File: src/rtl/crs_pkg.sv
`timescale 1ns/1ps
package crs_pkg;

  typedef enum logic [2:0] {
    ST_START  = 3'b000,
    ST_PCARD1 = 3'b001,
    ST_PCARD2 = 3'b010,
    ST_DCARD1 = 3'b011,
    ST_PDRAW  = 3'b100,
    ST_DDRAW  = 3'b101,
    ST_WIN    = 3'b110,
    ST_LOSE   = 3'b111
  } round_st_e;

endpackage

File: src/rtl/crs_rst_sync.sv
`timescale 1ns/1ps
module crs_rst_sync #(
  parameter int STAGES = 2
) (
  input  logic clk,
  input  logic rst_n_i,
  output logic rst_n_o
);

  logic [STAGES-1:0] sync_q;

  always_ff @(posedge clk or negedge rst_n_i) begin
    if (!rst_n_i) begin
      sync_q <= '0;
    end else begin
      sync_q <= {sync_q[STAGES-2:0], 1'b1};
    end
  end

  assign rst_n_o = sync_q[STAGES-1];

endmodule

File: src/rtl/crs_hand_accum.sv
`timescale 1ns/1ps
module crs_hand_accum #(
  parameter int TOTAL_W = 8,
  parameter int CARD_W  = 4
) (
  input  logic               clk,
  input  logic               rst_n,
  input  logic               clr_i,
  input  logic               add_i,
  input  logic [CARD_W-1:0]  card_i,
  output logic [TOTAL_W-1:0] total_o
);

  localparam int PAD_W = TOTAL_W - CARD_W;

  logic [TOTAL_W-1:0] total_q;
  logic [TOTAL_W-1:0] total_d;
  logic               total_en;

  // clear wins over add; the enable covers both
  assign total_en = clr_i | add_i;

  always_comb begin
    if (clr_i) begin
      total_d = '0;
    end else begin
      total_d = total_q + {{PAD_W{1'b0}}, card_i};
    end
  end

  always_ff @(posedge clk or negedge rst_n) begin
    if (!rst_n) begin
      total_q <= '0;
    end else if (total_en) begin
      total_q <= total_d;
    end
  end

  assign total_o = total_q;

endmodule

File: src/rtl/crs_hand_eval.sv
`timescale 1ns/1ps
module crs_hand_eval #(
  parameter int TOTAL_W = 8,
  parameter int TARGET  = 21
) (
  input  logic [TOTAL_W-1:0] total_i,
  output logic               at_target_o,
  output logic               bust_o
);

  localparam logic [TOTAL_W-1:0] TGT = TOTAL_W'(TARGET);

  assign at_target_o = (total_i == TGT);
  assign bust_o      = (total_i >  TGT);

endmodule

File: src/rtl/crs_round_ctrl.sv
`timescale 1ns/1ps
module crs_round_ctrl
  import crs_pkg::*;
#(
  parameter int TOTAL_W = 8,
  parameter int STAND   = 17
) (
  input  logic               clk,
  input  logic               rst_n,
  input  logic               hit_i,
  input  logic               pass_i,
  input  logic               restart_i,
  input  logic [TOTAL_W-1:0] p_total_i,
  input  logic [TOTAL_W-1:0] d_total_i,
  input  logic               p_target_i,
  input  logic               p_bust_i,
  input  logic               d_target_i,
  input  logic               d_bust_i,
  output logic               add_p_o,
  output logic               add_d_o,
  output logic               clr_o,
  output logic [2:0]         state_o
);

  localparam logic [TOTAL_W-1:0] STAND_V = TOTAL_W'(STAND);

  round_st_e st_q, st_d;
  // settle_q low: this step deals its card; high: total has settled
  logic      settle_q, settle_d;
  logic      d_stands;

  assign d_stands = d_target_i | (d_total_i >= STAND_V);

  always_comb begin
    st_d     = st_q;
    settle_d = settle_q;
    add_p_o  = 1'b0;
    add_d_o  = 1'b0;
    clr_o    = 1'b0;
    if (restart_i) begin
      clr_o    = 1'b1;
      st_d     = ST_START;
      settle_d = 1'b0;
    end else begin
      unique case (st_q)
        ST_START: begin
          st_d     = ST_PCARD1;
          settle_d = 1'b0;
        end
        ST_PCARD1, ST_PCARD2: begin
          if (!settle_q) begin
            add_p_o  = 1'b1;
            settle_d = 1'b1;
          end else begin
            st_d     = (st_q == ST_PCARD1) ? ST_PCARD2 : ST_DCARD1;
            settle_d = 1'b0;
          end
        end
        ST_DCARD1, ST_PDRAW: begin
          if (!settle_q) begin
            add_p_o  = (st_q == ST_PDRAW);
            add_d_o  = (st_q == ST_DCARD1);
            settle_d = 1'b1;
          end else if (p_target_i) begin
            st_d     = ST_WIN;
            settle_d = 1'b0;
          end else if (p_bust_i) begin
            st_d     = ST_LOSE;
            settle_d = 1'b0;
          end else if (hit_i) begin
            st_d     = ST_PDRAW;
            settle_d = 1'b0;
          end else if (pass_i) begin
            st_d     = ST_DDRAW;
            settle_d = 1'b0;
          end
        end
        ST_DDRAW: begin
          if (!settle_q) begin
            add_d_o  = 1'b1;
            settle_d = 1'b1;
          end else if (d_bust_i) begin
            st_d     = ST_WIN;
            settle_d = 1'b0;
          end else if (d_stands) begin
            st_d     = (p_total_i > d_total_i) ? ST_WIN : ST_LOSE;
            settle_d = 1'b0;
          end else begin
            settle_d = 1'b0;
          end
        end
        ST_WIN, ST_LOSE: begin
          if (hit_i) begin
            clr_o    = 1'b1;
            st_d     = ST_START;
            settle_d = 1'b0;
          end
        end
        default: begin
          st_d     = ST_START;
          settle_d = 1'b0;
        end
      endcase
    end
  end

  always_ff @(posedge clk or negedge rst_n) begin
    if (!rst_n) begin
      st_q     <= ST_START;
      settle_q <= 1'b0;
    end else begin
      st_q     <= st_d;
      settle_q <= settle_d;
    end
  end

  assign state_o = st_q;

endmodule

File: src/rtl/card_round_seq.sv
`timescale 1ns/1ps
module card_round_seq
  import crs_pkg::*;
#(
  parameter int TOTAL_W = 8,
  parameter int CARD_W  = 4,
  parameter int TARGET  = 21,
  parameter int STAND   = 17
) (
  input  logic               clk,
  input  logic               rst_n,
  input  logic               hit_i,
  input  logic               pass_i,
  input  logic               restart_i,
  input  logic [CARD_W-1:0]  card_i,
  output logic [2:0]         state_o,
  output logic [TOTAL_W-1:0] player_total_o,
  output logic [TOTAL_W-1:0] dealer_total_o,
  output logic               card_req_o,
  output logic               win_o,
  output logic               lose_o
);

  localparam int NHANDS = 2;
  localparam int PL     = 0;
  localparam int DL     = 1;

  logic                rst_n_s;
  logic                clr;
  logic [NHANDS-1:0]   add_v;
  logic [NHANDS-1:0]   at_target;
  logic [NHANDS-1:0]   bust;
  logic [TOTAL_W-1:0]  total [NHANDS];

  crs_rst_sync #(.STAGES(2)) u_rst_sync (
    .clk     (clk),
    .rst_n_i (rst_n),
    .rst_n_o (rst_n_s)
  );

  for (genvar g = 0; g < NHANDS; g++) begin : g_hand
    crs_hand_accum #(
      .TOTAL_W (TOTAL_W),
      .CARD_W  (CARD_W)
    ) u_accum (
      .clk     (clk),
      .rst_n   (rst_n_s),
      .clr_i   (clr),
      .add_i   (add_v[g]),
      .card_i  (card_i),
      .total_o (total[g])
    );

    crs_hand_eval #(
      .TOTAL_W (TOTAL_W),
      .TARGET  (TARGET)
    ) u_eval (
      .total_i     (total[g]),
      .at_target_o (at_target[g]),
      .bust_o      (bust[g])
    );
  end

  crs_round_ctrl #(
    .TOTAL_W (TOTAL_W),
    .STAND   (STAND)
  ) u_ctrl (
    .clk        (clk),
    .rst_n      (rst_n_s),
    .hit_i      (hit_i),
    .pass_i     (pass_i),
    .restart_i  (restart_i),
    .p_total_i  (total[PL]),
    .d_total_i  (total[DL]),
    .p_target_i (at_target[PL]),
    .p_bust_i   (bust[PL]),
    .d_target_i (at_target[DL]),
    .d_bust_i   (bust[DL]),
    .add_p_o    (add_v[PL]),
    .add_d_o    (add_v[DL]),
    .clr_o      (clr),
    .state_o    (state_o)
  );

  assign player_total_o = total[PL];
  assign dealer_total_o = total[DL];
  assign card_req_o     = |add_v;
  assign win_o          = (state_o == ST_WIN);
  assign lose_o         = (state_o == ST_LOSE);

endmodule

File: config.mk
export PLATFORM = sky130hd
export DESIGN_NAME = card_round_seq
export DESIGN_NICKNAME = d
export VERILOG_FILES = /design/src/rtl/crs_pkg.sv /design/src/rtl/crs_rst_sync.sv /design/src/rtl/crs_hand_accum.sv /design/src/rtl/crs_hand_eval.sv /design/src/rtl/crs_round_ctrl.sv /design/src/rtl/card_round_seq.sv
export SDC_FILE = /design/constraint.sdc
export NUM_CORES = 1
export LEC_CHECK = 0
export ABC_CLOCK_PERIOD_IN_PS = 1400
export BUFFER_PORTS_ARGS = -buffer_cell sky130_fd_sc_hd__clkbuf_2
export CAP_MARGIN = 20
export CORE_MARGIN = 2
export CORE_UTILIZATION = 55
export DETAILED_ROUTE_END_ITERATION = 12
export GPL_TIMING_DRIVEN = 1
export HOLD_SLACK_MARGIN = 0.12
export PLACE_DENSITY = 0.9
export SLEW_MARGIN = 15
export SYNTH_ARGS = -nofsm -noshare
export SYNTH_HDL_FRONTEND = slang
export SYNTH_SLANG_ARGS = --single-unit
File: constraint.sdc
create_clock -name clk -period 1.4 [get_ports clk]
set_clock_uncertainty 0.05 [all_clocks]
set_input_delay 0.07 -clock clk [delete_from_list [all_inputs] [get_ports clk]]
set_output_delay 0.07 -clock clk [all_outputs]
set_load 0.1 [all_outputs]
==> results of run 1 <==
kinds of logic after synthesis:
| family | after synthesis | share of synthesized area [%] |
|---|---|---|
| AO/OA/AOI/OAI | 56 | 23.2 |
| multiplexers | 2 | 1.22 |
| buffers and inverters | 19 | 5.02 |
| other | 1 | 0.228 |
| AND/OR/NAND/NOR | 52 | 17.5 |
| adder cells (fa/ha/maj) | 18 | 14.6 |
| flip-flops | 22 | 33.5 |
| XOR/XNOR | 9 | 4.79 |
cells in the mapped netlist, drive strengths merged, types with 2 or more instances:
cell	instances
a22o	4
inv	12
nor4	3
buf	5
a31o	3
xnor2	5
and2	2
nor2	9
xor2	4
a21o	6
a31oi	3
nor3	4
nand4	2
a211oi	2
nand3	6
a21oi	14
a311oi	2
nand2	7
and3	5
clkbuf	2
o21ai	13
dfrtp	22
nor2b	4
or3	3
ha	16
mux2i	2
fa	2
per-stage QoR:
stage	hold slack (ns)	TNS, ns	setup slack, ns	std cells	utilization [%]
after floorplan	-0.276	-8.68	-0.597	179	-
after global placement	-0.194	-5.55	-0.399	288	90.4
after detailed placement	-0.191	-7.09	-0.493	288	90.4
==> impl_metrics.py, run 1 <==
metrics = {
    "run_status": {
        "outcome": "did not finish",
        "error_line": "[ERROR DPL-0038] Utilization greater than 100%, impossible to legalize",
        "stop_stage": "clock tree synthesis (4_1_cts)",
    },
    "synth": {
        "yosysUniqueCellTypes": 50,
        "ys_ff_latch": 22,
        "synth-edff-count": 0,
        "ys_top_cells_by_area": "dfrtp_1 (33%), ha_1 (12%), a21oi_1 (4.3%)",
        "synth-warning-count": 0,
        "synthCells": 179,
        "ys.flop_type": "dfrtp_1",
        "synth_sequential_area_ratio_pct": 33.5,
        "synth_top_area_share_pct": 33.5,
        "syn_area_per_cell_um2": 9.19,
        "synth_top_area_cell": "dfrtp_1",
        "async_flop_share_pct": 100,
        "synth_nets": 206,
        "netlist_area_mm2": 0.00165,
    },
    "clock_network": {
        "cts_root_buf": "clkbuf_4",
        "cts_inserted_buffers": 3,
        "cts-htree-levels": 1,
        "cts_buffer_depth": 2,
        "ctsResizeCount": 32,
        "numClockSinks": 22,
        "postCtsSetupRepairBufs": 11,
        "cts-hold-fix-buffers": 4,
    },
    "die": {
        "dieHeight_um": 58.7,
        "rows": 19,
        "initial_core_util_pct": 58.7,
        "pin_count": 31,
        "die_x_um": 58.7,
    },
    "placed_design": {
        "place.port_buffers": 30,
        "placed_cell_area_mm2": 0.00253,
        "gp_congestion": 0.997,
        "hpwl_um": 4710,
    },
}
==> run 2, diff against run 1 <==
--- a/config.mk
+++ b/config.mk
@@ -9,11 +9,10 @@
 export BUFFER_PORTS_ARGS = -buffer_cell sky130_fd_sc_hd__clkbuf_2
 export CAP_MARGIN = 20
 export CORE_MARGIN = 2
-export CORE_UTILIZATION = 55
+export CORE_UTILIZATION = 40
 export DETAILED_ROUTE_END_ITERATION = 12
 export GPL_TIMING_DRIVEN = 1
-export HOLD_SLACK_MARGIN = 0.12
-export PLACE_DENSITY = 0.9
+export PLACE_DENSITY_LB_ADDON = 0.15
 export SLEW_MARGIN = 15
 export SYNTH_ARGS = -nofsm -noshare
 export SYNTH_HDL_FRONTEND = slang
==> impl_metrics.py, run 2 <==
metrics = {
    "setup_path": {
        "crit_path_top_delay_cell": "dfrtp_4",
        "slowest_delay_ns": 0.54,
        "path_common_cell": "buf_4",
        "required_ns": 1.53,
        "cp_top_family": "flip-flops",
        "cp-start-kind": "register",
        "path_cells": "buf_4 -> buf_4 -> inv_1 -> nand4_1 -> and3_4 -> a311oi_2",
        "critical_path_class": "register to register",
        "cp_num_buf_inv": 3,
        "endpoint_kind": "register",
        "cp.arrival_ns": 2.01,
        "crit_fanout": 6,
    },
    "clock_network": {
        "cts_tree": "yes",
        "cts_buffer_depth": 2,
        "cts-htree-levels": 1,
        "cts_root_buf": "clkbuf_8",
        "numClockSinks": 22,
        "cts_inserted_buffers": 3,
        "worst_skew_pair.late_latency_ns": 0.27,
        "clkSlewWorstSetupHoldPaths_ns": 0.09,
    },
    "synth": {
        "async_flop_share_pct": 100,
        "yosysUniqueCellTypes": 50,
        "synth_top_family_by_area": "compound AO/OA/AOI/OAI gates",
        "ys_ff_latch": 22,
        "synth_xor_area_share_pct": 4.79,
        "synth-edff-count": 0,
        "synth_compound_area_share_pct": 23.2,
        "synth.most_common_cell": "dfrtp_1",
        "synth-warning-count": 0,
        "synth_top_area_cell": "dfrtp_1",
        "yosys.area_share.simple_pct": 17.5,
        "synthCells": 179,
        "netlist_area_mm2": 0.00165,
        "syn_area_per_cell_um2": 9.19,
        "synthMuxAreaShare_pct": 1.22,
        "synthAdderAreaFrac_pct": 14.6,
        "synth_commonest_cells": "dfrtp_1 (22), ha_1 (16), a21oi_1 (14), inv_1 (12), o21ai_0 (12)",
        "synth_top_area_share_pct": 33.5,
        "ys.flop_type": "dfrtp_1",
        "synth_nets": 206,
        "synth_sequential_area_ratio_pct": 33.5,
        "ys_top_cells_by_area": "dfrtp_1 (33%), ha_1 (12%), a21oi_1 (4.3%)",
    },
    "power_and_ir_drop": {
        "p_int_mw": 2.70,
        "ir_drop_uv": 1920,
        "p_sw_share_pct": 46.7,
        "combPwrFrac_pct": 68.3,
        "p_clk_share_pct": 12.2,
        "p_leak_nw": 1.34,
        "power.switching_mw": 2.37,
        "power_mw": 5.08,
        "power_density_mw_per_mm2": 1730,
        "p_seq_share_pct": 19.5,
    },
    "global_route": {
        "grt-ovfl-total": 0,
        "grt_pass1_wl_um": 8060,
        "track_usage_pct": 23.3,
        "antenna_found_initial": 0,
        "grt_pass1_vias": 1747,
        "grt_max_degree": 21,
    },
    "placed_design": {
        "hpwl_um": 3800,
        "gp_congestion": 0.930,
        "place.port_buffers": 30,
        "pre_cts_slack_ns": -0.423,
        "placed_cell_area_mm2": 0.00250,
    },
    "die": {
        "rows": 23,
        "dieHeight_um": 68.1,
        "dieArea_mm2": 0.00464,
        "core_region_area_mm2": 0.00397,
        "pin_count": 31,
        "initial_core_util_pct": 41.4,
        "die_x_um": 68.1,
    },
    "layout": {
        "finish.net_count": 304,
        "final_common_cell": "buf_4",
        "multi_input_area_mm2": 0.00129,
        "nFillCells": 271,
        "layout-drive-gt1-share_pct": 61.6,
        "num_antenna_cells": 0,
        "seqCellArea_um2": 594,
        "synthToLayoutAreaGrowth_pct": 78.3,
        "final_cell_mix": "buf_4 (72), inv_1 (12), buf_6 (12)",
        "largest_reg_flops": 16,
        "final_area_mm2": 0.00293,
    },
    "routing": {
        "routed_wl_um": 5560,
        "antenna_left": 0,
        "viasPerCell": 5.59,
        "drtPass1Iterations": 4,
        "drtIter0Drc": 103,
        "drc": 0,
        "wl_per_cell_um": 17.1,
        "route.met3.wl_um": 272,
        "route.met2.wl_um": 2670,
        "met1_length_um": 2460,
        "topRoutingLayerUsed": "met4",
        "vias": 1822,
    },
    "run_status": {
        "outcome": "complete, but fails checks",
        "violations": "negative setup slack",
    },
    "sta": {
        "period_share_pct": 135,
        "worst_slack_ns": -0.485,
        "final.setup.tns_ns": -7.45,
        "hold_ws_ns": 0.0595,
        "fin_crit_ns": 1.89,
        "drv_slew": 0,
        "hold_viol": 0,
        "rsz0062_at_grt": "yes",
        "timing.fmax_mhz": 530,
        "setup_viol": 24,
    },
    "flow_run": {
        "maxCapViolations": 0,
    },
    "min_path": {
        "hp-class": "input pin to async pin",
    },
}
run 2: area by class of cell:
class | instances | share of cell area [%]
multi-input cells | 138 | 44.1
flip-flops and latches | 22 | 20.3
repair buffers | 100 | 29.5
clock inverters | 1 | 1.02
clock buffers | 3 | 1.41
inverters | 12 | 1.54
well taps | 50 | 2.13
run 2: power groups by stage:
stage | Sequential (mW) | Combinational, mW | Clock [mW]
final | 0.988 | 3.47 | 0.619
after global routing | 1.01 | 3.69 | 0.651
after CTS | 0.978 | 3.06 | 0.625
after detailed placement | 0.990 | 2.83 | 0
after global placement | 0.985 | 2.77 | 0
after floorplan | 1.65 | 1.14 | 0
run 2: stage by stage:
step | utilization, % | std cells
2_1_floorplan | - | 179
3_5_place_dp | 63.0 | 303
5_1_grt | 73.9 | 326
3_3_place_gp | 63.0 | 303
6_report | 73.9 | 326
4_1_cts | 68.5 | 314
run 2: worst paths after layout:
kind,start,end,cells past startpoint,slack (ns)
min reg2reg,u_rst_sync.sync_q[1],g_hand[1].u_accum.total_o[5],1,0.16
max reg2reg,u_ctrl.state_o[1],u_ctrl.state_o[0],6,-0.49
max in group asynchronous,u_rst_sync.sync_q[1],g_hand[0].u_accum.total_o[2],1,0.89
min,rst_n,u_rst_sync.sync_q[1],2,0.06
max,u_ctrl.state_o[1],u_ctrl.state_o[0],6,-0.49
min in group clk,restart_i,u_ctrl.state_o[0],3,0.07
run 2: logic make-up (layout without fill, tap and decap cells):
family | count (synthesis) | after routing
flops | 22 | 22
mux | 2 | 2
compound gates | 56 | 56
other cells | 1 | 1
simple gates | 52 | 52
fa+ha+maj | 18 | 18
xor+xnor | 9 | 9
buf+inv | 19 | 116
run 2: worst reg2reg max path, stage by stage (launching register included):
cell,delay (ns)
dfrtp_4,0.54
buf_4,0.18
buf_4,0.15
inv_1,0.20
nand4_1,0.23
and3_4,0.26
a311oi_2,0.19
run 2: repair_timing:
item / in CTS / in global routing
hold endpoints to repair: 2 / 0
cloned: 0 / 0
hold buffers: 1 / 0
setup buffers: 7 / 13
gates resized for setup: 24 / 23
pin swaps: 20 / 10
endpoints found under the setup margin: 23 / 24
run 2: per-layer routing:
layer  vias up  GRT usage (%)
met3        18           2.80
met2        66           37.0
met1       887           31.7
met4         0           10.5
li1        851              -
met5         -              0
Note: power is estimated with default switching activity, not from simulation.
==> run 3, diff against run 2 <==
--- a/config.mk
+++ b/config.mk
@@ -8,9 +8,9 @@
 export ABC_CLOCK_PERIOD_IN_PS = 1400
 export BUFFER_PORTS_ARGS = -buffer_cell sky130_fd_sc_hd__clkbuf_2
 export CAP_MARGIN = 20
-export CORE_MARGIN = 2
-export CORE_UTILIZATION = 40
+export CORE_AREA = 2 2 63 65
 export DETAILED_ROUTE_END_ITERATION = 12
+export DIE_AREA = 0 0 65 67
 export GPL_TIMING_DRIVEN = 1
 export PLACE_DENSITY_LB_ADDON = 0.15
 export SLEW_MARGIN = 15
==> impl_metrics.py, run 3 (synthesized netlist as in run 2, its figures left out) <==
metrics = {
    "die": {
        "initial_core_util_pct": 45.6,
        "dieArea_mm2": 0.00436,
        "rows": 22,
        "dieHeight_um": 67,
        "core_region_area_mm2": 0.00361,
        "die_x_um": 65,
        "pin_count": 31,
    },
    "clock_network": {
        "cts_tree": "yes",
        "worst_skew_pair.late_latency_ns": 0.28,
        "cts-htree-levels": 1,
        "cts_buffer_depth": 2,
        "cts_root_buf": "clkbuf_8",
        "clkSlewWorstSetupHoldPaths_ns": 0.09,
        "cts_inserted_buffers": 3,
        "numClockSinks": 22,
    },
    "sta": {
        "tightestPinTransition_ns": 0.506,
        "relSlewSlack_pct": 65.8,
        "final.setup.tns_ns": -6.84,
        "setup_viol": 22,
        "worst_slack_ns": -0.487,
        "fin_crit_ns": 1.89,
        "timing.fmax_mhz": 530,
        "hold_viol": 0,
        "rsz0062_at_grt": "yes",
        "hold_ws_ns": 0.0563,
        "period_share_pct": 135,
        "drv_slew": 0,
    },
    "run_status": {
        "outcome": "complete, but fails checks",
        "violations": "negative setup slack",
    },
    "global_route": {
        "grt_max_degree": 21,
        "antenna_found_initial": 0,
        "grt-ovfl-total": 0,
        "grt_pass1_wl_um": 8930,
        "grt_pass1_vias": 1859,
        "track_usage_pct": 27.3,
    },
    "setup_path": {
        "critical_path_class": "register to register",
        "crit_fanout": 5,
        "reg2reg_depth": 7,
        "endpoint_kind": "register",
        "cp-start-kind": "register",
        "required_ns": 1.52,
        "cp.arrival_ns": 2.01,
    },
    "routing": {
        "vias": 1860,
        "drc": 0,
        "drtIter0Drc": 192,
        "antenna_left": 0,
        "drtPass1Iterations": 4,
        "viasPerCell": 5.85,
        "routed_wl_um": 5690,
        "wl_per_cell_um": 17.9,
    },
    "placed_design": {
        "place.port_buffers": 30,
        "hpwl_um": 4060,
        "gp_congestion": 0.805,
        "pre_cts_slack_ns": -0.459,
    },
    "layout": {
        "largest_reg_flops": 16,
        "num_antenna_cells": 0,
        "nFillCells": 222,
        "synthToLayoutAreaGrowth_pct": 74.7,
        "final_cell_mix": "buf_4 (64), ha_1 (12), inv_1 (11), dfrtp_2 (11), buf_6 (11)",
        "final_util_pct": 79.7,
        "final_common_cell": "buf_4",
        "finish.net_count": 298,
        "layout-drive-gt1-share_pct": 60.4,
    },
    "flow_run": {
        "maxCapViolations": 0,
    },
    "power_and_ir_drop": {
        "ir_drop_uv": 736,
        "p_leak_nw": 1.30,
        "power_mw": 4.71,
        "power_density_mw_per_mm2": 1640,
    },
    "min_path": {
        "hp-class": "input pin to async pin",
    },
}
-- run 3: final cells by class --
class | instances | area, um^2 | area share (%)
clock buffers | 4 | 45.0 | 1.57
repair buffers | 94 | 850 | 29.6
multi-input cells | 138 | 1280 | 44.5
inverters | 12 | 45.0 | 1.57
well taps | 48 | 60.1 | 2.09
flip-flops and latches | 22 | 594 | 20.7
-- run 3: stage by stage --
step	instances	area, um^2
3_3_place_gp	306	2560
5_1_grt	318	2870
3_5_place_dp	306	2560
4_1_cts	316	2760
2_1_floorplan	179	1830
6_report	318	2870
-- run 3: metal layers --
metal  vias up  share of wire (%)  wire length (um)  global-route usage (%)
met3        20                6.6               376                    2.87
met2        86                 50              2860                    50.1
li1        844                  -                 -                       -
met5         -                  0                 0                       0
met4         0                2.5               140                    8.51
met1       910                 41              2320                    33.3
-- run 3: critical path, stage by stage, from the launching register on --
cell and delay, ns:
dfrtp_4 0.50, buf_4 0.17, o21a_1 0.19, o21ai_0 0.19, buf_4 0.18, nand3_2 0.13
and3_4 0.18, a311oi_2 0.19
-- run 3: repair_timing --
action	in CTS	in global routing
setup buffers	6	5
endpoints found under the setup margin	24	23
hold buffers	1	0
resized for setup	25	24
hold endpoints to repair	2	0
pin swaps	17	18
-- run 3: final timing paths --
check                                             start                           end  slack, ns
max                        g_hand[0].u_accum.total_o[0]             u_ctrl.state_o[0]      -0.49
min                                               rst_n          u_rst_sync.sync_q[0]       0.06
max reg2reg                g_hand[0].u_accum.total_o[0]             u_ctrl.state_o[0]      -0.49
min reg2reg                        u_rst_sync.sync_q[1]  g_hand[1].u_accum.total_o[0]       0.15
max in group asynchronous          u_rst_sync.sync_q[1]             u_ctrl.state_o[1]       0.89
min in group clk                              restart_i               u_ctrl.settle_q       0.10
-- run 3: where the power goes --
part	switching, mW	internal, mW	total, mW
clock network	0.233	0.204	0.437
logic	1.95	1.38	3.32
registers	0.158	0.792	0.950
